<file path="config.mk">
export PLATFORM = sky130hd
export DESIGN_NAME = nand_ecc_gen
export DESIGN_NICKNAME = d
export VERILOG_FILES = /design/src/rtl/nand_ecc_pkg.sv /design/src/rtl/ecc_byte_terms.sv /design/src/rtl/ecc_section_acc.sv /design/src/rtl/ecc_byte_ctrl.sv /design/src/rtl/nand_ecc_gen.sv
export SDC_FILE = /design/constraint.sdc
export NUM_CORES = 1
export LEC_CHECK = 0
export ABC_CLOCK_PERIOD_IN_PS = 1880
export BUFFER_PORTS_ARGS = -buffer_cell sky130_fd_sc_hd__buf_4
export CAP_MARGIN = 20
export CORE_MARGIN = 2
export CORE_UTILIZATION = 30
export DETAILED_ROUTE_END_ITERATION = 10
export SLEW_MARGIN = 20
export SYNTH_ARGS = -nofsm -noshare
export SYNTH_HDL_FRONTEND = slang
export SYNTH_HIERARCHICAL = 1
export SYNTH_SLANG_ARGS = --single-unit
</file>
<file path="constraint.sdc">
create_clock -name clk_i -period 1.88 [get_ports clk_i]
set_clock_uncertainty 0.05 [all_clocks]
set_input_delay 0 -clock clk_i [delete_from_list [all_inputs] [get_ports clk_i]]
set_output_delay 0 -clock clk_i [all_outputs]
set_load 0.01 [all_outputs]
</file>
<file path="src/rtl/nand_ecc_pkg.sv">
package nand_ecc_pkg;
  localparam int unsigned BYTE_W    = 8;
  localparam int unsigned SECT_LOG  = 8;
  localparam int unsigned NUM_SECT  = 2;
  localparam int unsigned BIT_LOG   = $clog2(BYTE_W);
  localparam int unsigned PAR_W     = BIT_LOG + SECT_LOG;
  localparam int unsigned SEC_SEL_W = $clog2(NUM_SECT);
  localparam int unsigned CNT_W     = SECT_LOG + SEC_SEL_W;

  typedef logic [PAR_W-1:0] par_t;
  typedef struct packed {
    par_t p;
    par_t pn;
  } par_pair_t;
endpackage

</file>
<file path="src/rtl/ecc_byte_terms.sv">
module ecc_byte_terms
  import nand_ecc_pkg::*;
(
  input  logic [BYTE_W-1:0]   data_i,
  input  logic [SECT_LOG-1:0] idx_i,
  output par_pair_t           term_o
);
  logic byte_par;
  assign byte_par = ^data_i;

  // column groups: bit positions selected by one bit of their own index
  for (genvar k = 0; k < BIT_LOG; k++) begin : g_col
    logic [BYTE_W-1:0] sel_mask;
    for (genvar b = 0; b < BYTE_W; b++) begin : g_m
      assign sel_mask[b] = ((b >> k) & 1) != 0;
    end
    assign term_o.p[k]  = ^(data_i & sel_mask);
    assign term_o.pn[k] = ^(data_i & ~sel_mask);
  end

  // row groups: whole-byte parity steered by the byte index
  for (genvar j = 0; j < SECT_LOG; j++) begin : g_row
    assign term_o.p[BIT_LOG+j]  = byte_par &  idx_i[j];
    assign term_o.pn[BIT_LOG+j] = byte_par & ~idx_i[j];
  end
endmodule

</file>
<file path="src/rtl/ecc_section_acc.sv">
module ecc_section_acc
  import nand_ecc_pkg::*;
(
  input  logic      clk_i,
  input  logic      rst_ni,
  input  logic      clr_i,
  input  logic      en_i,
  input  par_pair_t term_i,
  output par_pair_t acc_o
);
  par_pair_t acc_q;

  always_ff @(posedge clk_i or negedge rst_ni) begin
    if (!rst_ni)    acc_q <= '0;
    else if (clr_i) acc_q <= '0;
    else if (en_i)  acc_q <= acc_q ^ term_i;
  end

  assign acc_o = acc_q;

  AST_ACC_HOLD: assert property (@(posedge clk_i) disable iff (!rst_ni)
    (!clr_i && !en_i) |=> $stable(acc_q));
  AST_ACC_CLEARED: assert property (@(posedge clk_i) disable iff (!rst_ni)
    clr_i |=> (acc_q == '0));
endmodule

</file>
<file path="src/rtl/ecc_byte_ctrl.sv">
module ecc_byte_ctrl
  import nand_ecc_pkg::*;
(
  input  logic                 clk_i,
  input  logic                 rst_ni,
  input  logic                 clear_i,
  input  logic                 page_512_i,
  input  logic                 valid_i,
  output logic                 accept_o,
  output logic [SEC_SEL_W-1:0] sect_o,
  output logic [SECT_LOG-1:0]  idx_o,
  output logic                 done_o,
  output logic                 busy_o
);
  logic [CNT_W-1:0] cnt_q;
  logic             done_q, busy_q, last_byte;

  assign accept_o  = valid_i && !clear_i && !busy_q && !done_q;
  assign idx_o     = cnt_q[SECT_LOG-1:0];
  assign sect_o    = page_512_i ? cnt_q[CNT_W-1:SECT_LOG] : '0;
  assign last_byte = page_512_i ? (&cnt_q) : (&cnt_q[SECT_LOG-1:0]);

  always_ff @(posedge clk_i or negedge rst_ni) begin
    if (!rst_ni) begin
      cnt_q  <= '0;
      done_q <= 1'b0;
      busy_q <= 1'b0;
    end else if (clear_i) begin
      cnt_q  <= '0;
      done_q <= 1'b0;
      busy_q <= 1'b1;
    end else begin
      busy_q <= 1'b0;
      if (accept_o) begin
        cnt_q <= cnt_q + 1'b1;
        if (last_byte) done_q <= 1'b1;
      end
    end
  end

  assign done_o = done_q;
  assign busy_o = busy_q;

  AST_BUSY_ONE_CYCLE: assert property (@(posedge clk_i) disable iff (!rst_ni)
    (busy_q && !clear_i) |=> !busy_q);
  AST_DONE_STICKY: assert property (@(posedge clk_i) disable iff (!rst_ni)
    (done_q && !clear_i) |=> done_q);
  AST_NO_COUNT_WHEN_BLOCKED: assert property (@(posedge clk_i) disable iff (!rst_ni)
    ((busy_q || done_q) && !clear_i) |=> $stable(cnt_q));
endmodule

</file>
<file path="src/rtl/nand_ecc_gen.sv">
module nand_ecc_gen
  import nand_ecc_pkg::*;
(
  input  logic              clk_i,
  input  logic              rst_ni,
  input  logic              clear_i,
  input  logic              page_512_i,
  input  logic              valid_i,
  input  logic [BYTE_W-1:0] data_i,
  output logic [PAR_W-1:0]  ecc0_o,
  output logic [PAR_W-1:0]  ecc1_o,
  output logic [PAR_W-1:0]  ecc2_o,
  output logic [PAR_W-1:0]  ecc3_o,
  output logic              done_o,
  output logic              clr_busy_o
);
  logic                 accept;
  logic [SEC_SEL_W-1:0] sect;
  logic [SECT_LOG-1:0]  idx;
  par_pair_t            term;
  par_pair_t            acc [NUM_SECT];

  ecc_byte_ctrl u_ctrl (
    .clk_i      (clk_i),
    .rst_ni     (rst_ni),
    .clear_i    (clear_i),
    .page_512_i (page_512_i),
    .valid_i    (valid_i),
    .accept_o   (accept),
    .sect_o     (sect),
    .idx_o      (idx),
    .done_o     (done_o),
    .busy_o     (clr_busy_o)
  );

  ecc_byte_terms u_terms (
    .data_i (data_i),
    .idx_i  (idx),
    .term_o (term)
  );

  for (genvar s = 0; s < NUM_SECT; s++) begin : g_sect
    ecc_section_acc u_acc (
      .clk_i  (clk_i),
      .rst_ni (rst_ni),
      .clr_i  (clear_i),
      .en_i   (accept && (sect == s)),
      .term_i (term),
      .acc_o  (acc[s])
    );
  end

  assign ecc0_o = acc[0].p;
  assign ecc1_o = acc[0].pn;
  assign ecc2_o = acc[1].p;
  assign ecc3_o = acc[1].pn;

  AST_CLEAR_ZEROES_OUTPUTS: assert property (@(posedge clk_i) disable iff (!rst_ni)
    clear_i |=> (ecc0_o == '0 && ecc1_o == '0 && ecc2_o == '0 && ecc3_o == '0
                 && !done_o && clr_busy_o));
  AST_FROZEN_AFTER_DONE: assert property (@(posedge clk_i) disable iff (!rst_ni)
    (done_o && !clear_i) |=> ($stable(ecc0_o) && $stable(ecc1_o)
                              && $stable(ecc2_o) && $stable(ecc3_o)));
  AST_UPPER_UNTOUCHED_256: assert property (@(posedge clk_i) disable iff (!rst_ni)
    (!page_512_i && !clear_i) |=> ($stable(ecc2_o) && $stable(ecc3_o)));
  AST_BUSY_IGNORES_BYTES: assert property (@(posedge clk_i) disable iff (!rst_ni)
    (clr_busy_o && !clear_i) |=> ($stable(ecc0_o) && $stable(ecc1_o)));
endmodule

</file>
==> results.tsv <==
metric	value	unit
status	finished clean	
multi_input_area	1650	um2
insertion_delay	0.30	ns
gr-total-overflow	0	
grt-busiest-layer	met2	
fin_setup_tns	0	ns
antenna_found_initial	0	
drtIter0Drc	77	
path_clk_slew	0.10	ns
cts_root_buf	clkbuf_8	
netlist_area	3220	um2
grt_pass1_vias	2366	
wl	7220	um
required	2.07	ns
min_period	1.85	ns
place_inst	471	
end_kind	flip-flop	
cts_buffer_depth	2	
p_total	2.33	mW
cts_tree	built	
final_core_util	0.379	
gp_congestion	0.782	
power.density	593	nW/um2
cap_violations	0	
start_kind	flip-flop	
finalNonFillerCells	480	
post_cts.repair.setup_buffers	0	
drc_errors	0	
path_max_fanout	11	
ant_nets	0	
register_area	1380	um2
drive_gt1_frac	0.375	
fmax	0.540	GHz
use_met3	0.0285	
die_area	11600	um2
synthDistinctLibCells	35	
ir_worst_vdd	296	uV
die_y	108	um
fillers	1059	
die_width	108	um
use_met1	0.179	
p_leak	1.68	nW
wl_per_cell	15.0	um
vias_per_cell	4.88	
fin_nets	360	
fin_hold_ws	0.0590	ns
cts.sinks	55	
yosys_warnings	6	
worstMarginPinSlew	0.777	ns
port_buffers	58	
rsz0062_at_grt	true	
synthCells	289	
fin_crit_sh	0.984	
vias	2340	
setup-violations-final	0	
n_antenna_cell	0	
coreArea	10400	um2
numCtsBuffers	5	
htreeDepth	2	
avgSynthCellArea	11.1	um2
syn_nets	304	
grt_max_degree	56	
grt.total_usage	0.129	
slew_violations	0	
ys_seq_elements	55	
slew_headroom	0.482	
yosysSeqAreaShare	0.428	
io_pins	59	
worstSetupPathType	flip-flop to flip-flop	
area_delta_synth_final	22.2	%
gr-usage-met2	0.207	
finalHoldViolCount	0	
initial_core_util	0.310	
dp_hpwl	4980	um
min_path_type	input pin to flip-flop	
arrival	2.04	ns
drtPass1Iterations	4	
placementRows	37	
grt_pass1_wl	12000	um
[final cells by class]
class,instances,area share
Tap cell,136,0.0433
Clock buffer,6,0.0185
Inverter,7,0.00732
Timing Repair Buffer,72,0.160
Sequential cell,55,0.350
Multi-Input combinational cell,204,0.421
[cells by family after synthesis]
group / count (synthesis) / share of synthesized area
buffers and inverters: 30 / 0.0650
AOI/OAI and AO/OA: 102 / 0.274
and+or+nand+nor: 83 / 0.169
DFF: 55 / 0.428
adders and majority gates: 2 / 0.00778
xor gates and xnor gates: 17 / 0.0556
[critical path, cell delays in order (launching register included)]
cell and delay, ns:
dfrtp_1 0.39, or4b_4 0.57, buf_12 0.17, or4_4 0.47
a21oi_2 0.14
[per-stage QoR]
| step | setup slack (ns) | area [um2] |
|---|---|---|
| after floorplan | 0.00103 | 3240 |
| after global placement | 0.0576 | 3790 |
| after detailed placement | 0.0390 | 3790 |
| after CTS | 0.0218 | 3880 |
| after global routing | -0.0135 | 3930 |
| final | 0.0295 | 3930 |
[synthesized netlist by cell type]
cell type	instances	area, um2
a21oi_2	32	280
and2b_2	1	8.76
or3_1	1	6.26
nor3b_1	1	7.51
or4_1	2	15.0
buf_6	6	67.6
buf_2	5	25.0
a21bo_1	36	360
nand2_1	6	22.5
o311a_1	1	10.0
nor2_1	9	33.8
xor2_2	1	16.3
dfrtp_1	55	1380
buf_4	12	90.1
o31ai_1	2	15.0
o311ai_0	2	17.5
a31o_2	1	8.76
and2_2	1	7.51
o41ai_1	2	17.5
nand2b_1	1	6.26
nand3b_1	44	330
xnor2_2	3	48.8
or4b_4	1	13.8
a21bo_2	8	80.1
and2_1	9	56.3
inv_1	7	26.3
nor3_1	1	5.00
o21ai_0	1	5.00
xor2_1	3	26.3
a21oi_1	16	80.1
a21o_1	1	7.51
ha_1	2	25.0
nand4_1	1	6.26
nand3_1	5	25.0
xnor2_1	10	87.6
[cell usage in the layout (no fill, tap or decap), drive strengths merged, types with 2 or more instances in the layout]
master and n:
buf 69, dfrtp 55, a21oi 48, nand3b 44, a21bo 44, xnor2 13, and2 10, nor2 9
inv 7, clkbuf 7, nand2 6, nand3 5, xor2 4, dlygate4sd3 2, o311ai 2, o41ai 2
o31ai 2, or4 2, ha 2
[state kept, by name (all words and copies together) (netlist names)]
register	cells
u_ctrl/cnt_q	9
u_ctrl/done_o	1
u_ctrl/busy_o	1
g_sect.u_acc/acc_o	44
[power by group]
| part | internal, mW | leakage, nW | switching [mW] |
|---|---|---|---|
| Combinational | 0.173 | 0.882 | 0.313 |
| Clock | 0.250 | 0.0371 | 0.373 |
| Sequential | 1.21 | 0.762 | 0.0164 |
[worst paths after layout]
path                       depth (start not counted)  slack (ns)                         from                                   end
setup / recovery                                   4        0.03      u_ctrl/busy_o$_DFF_PN0_           u_ctrl/cnt_q[5]$_DFFE_PN0P_
hold / removal                                     3        0.06                      valid_i             u_ctrl/done_o$_DFFE_PN0P_
setup reg to reg                                   4        0.03      u_ctrl/busy_o$_DFF_PN0_           u_ctrl/cnt_q[5]$_DFFE_PN0P_
max in group asynchronous                          2        1.05                       rst_ni  g_sect[1].u_acc/acc_o[1]$_DFFE_PN0P_
hold reg to reg                                    1        0.50  u_ctrl/cnt_q[6]$_DFFE_PN0P_           u_ctrl/cnt_q[6]$_DFFE_PN0P_
min in group asynchronous                          2        0.24                       rst_ni             u_ctrl/done_o$_DFFE_PN0P_
[per-layer routing]
| metal | wire length, um | share of wire | up-vias |
|---|---|---|---|
| met5 | 0 | 0 | - |
| met4 | 51 | 0.0071 | 0 |
| met3 | 334 | 0.046 | 7 |
| met2 | 3370 | 0.47 | 44 |
| met1 | 3470 | 0.48 | 1148 |
| li1 | - | - | 1141 |
[repair_timing]
| item | CTS | global route |
|---|---|---|
| hold buffers | 2 | 0 |
| resized for setup | 0 | 8 |
| setup endpoints to repair | 0 | 32 |
| hold endpoints to repair | 56 | 0 |
(Power assumes the default switching activity.)
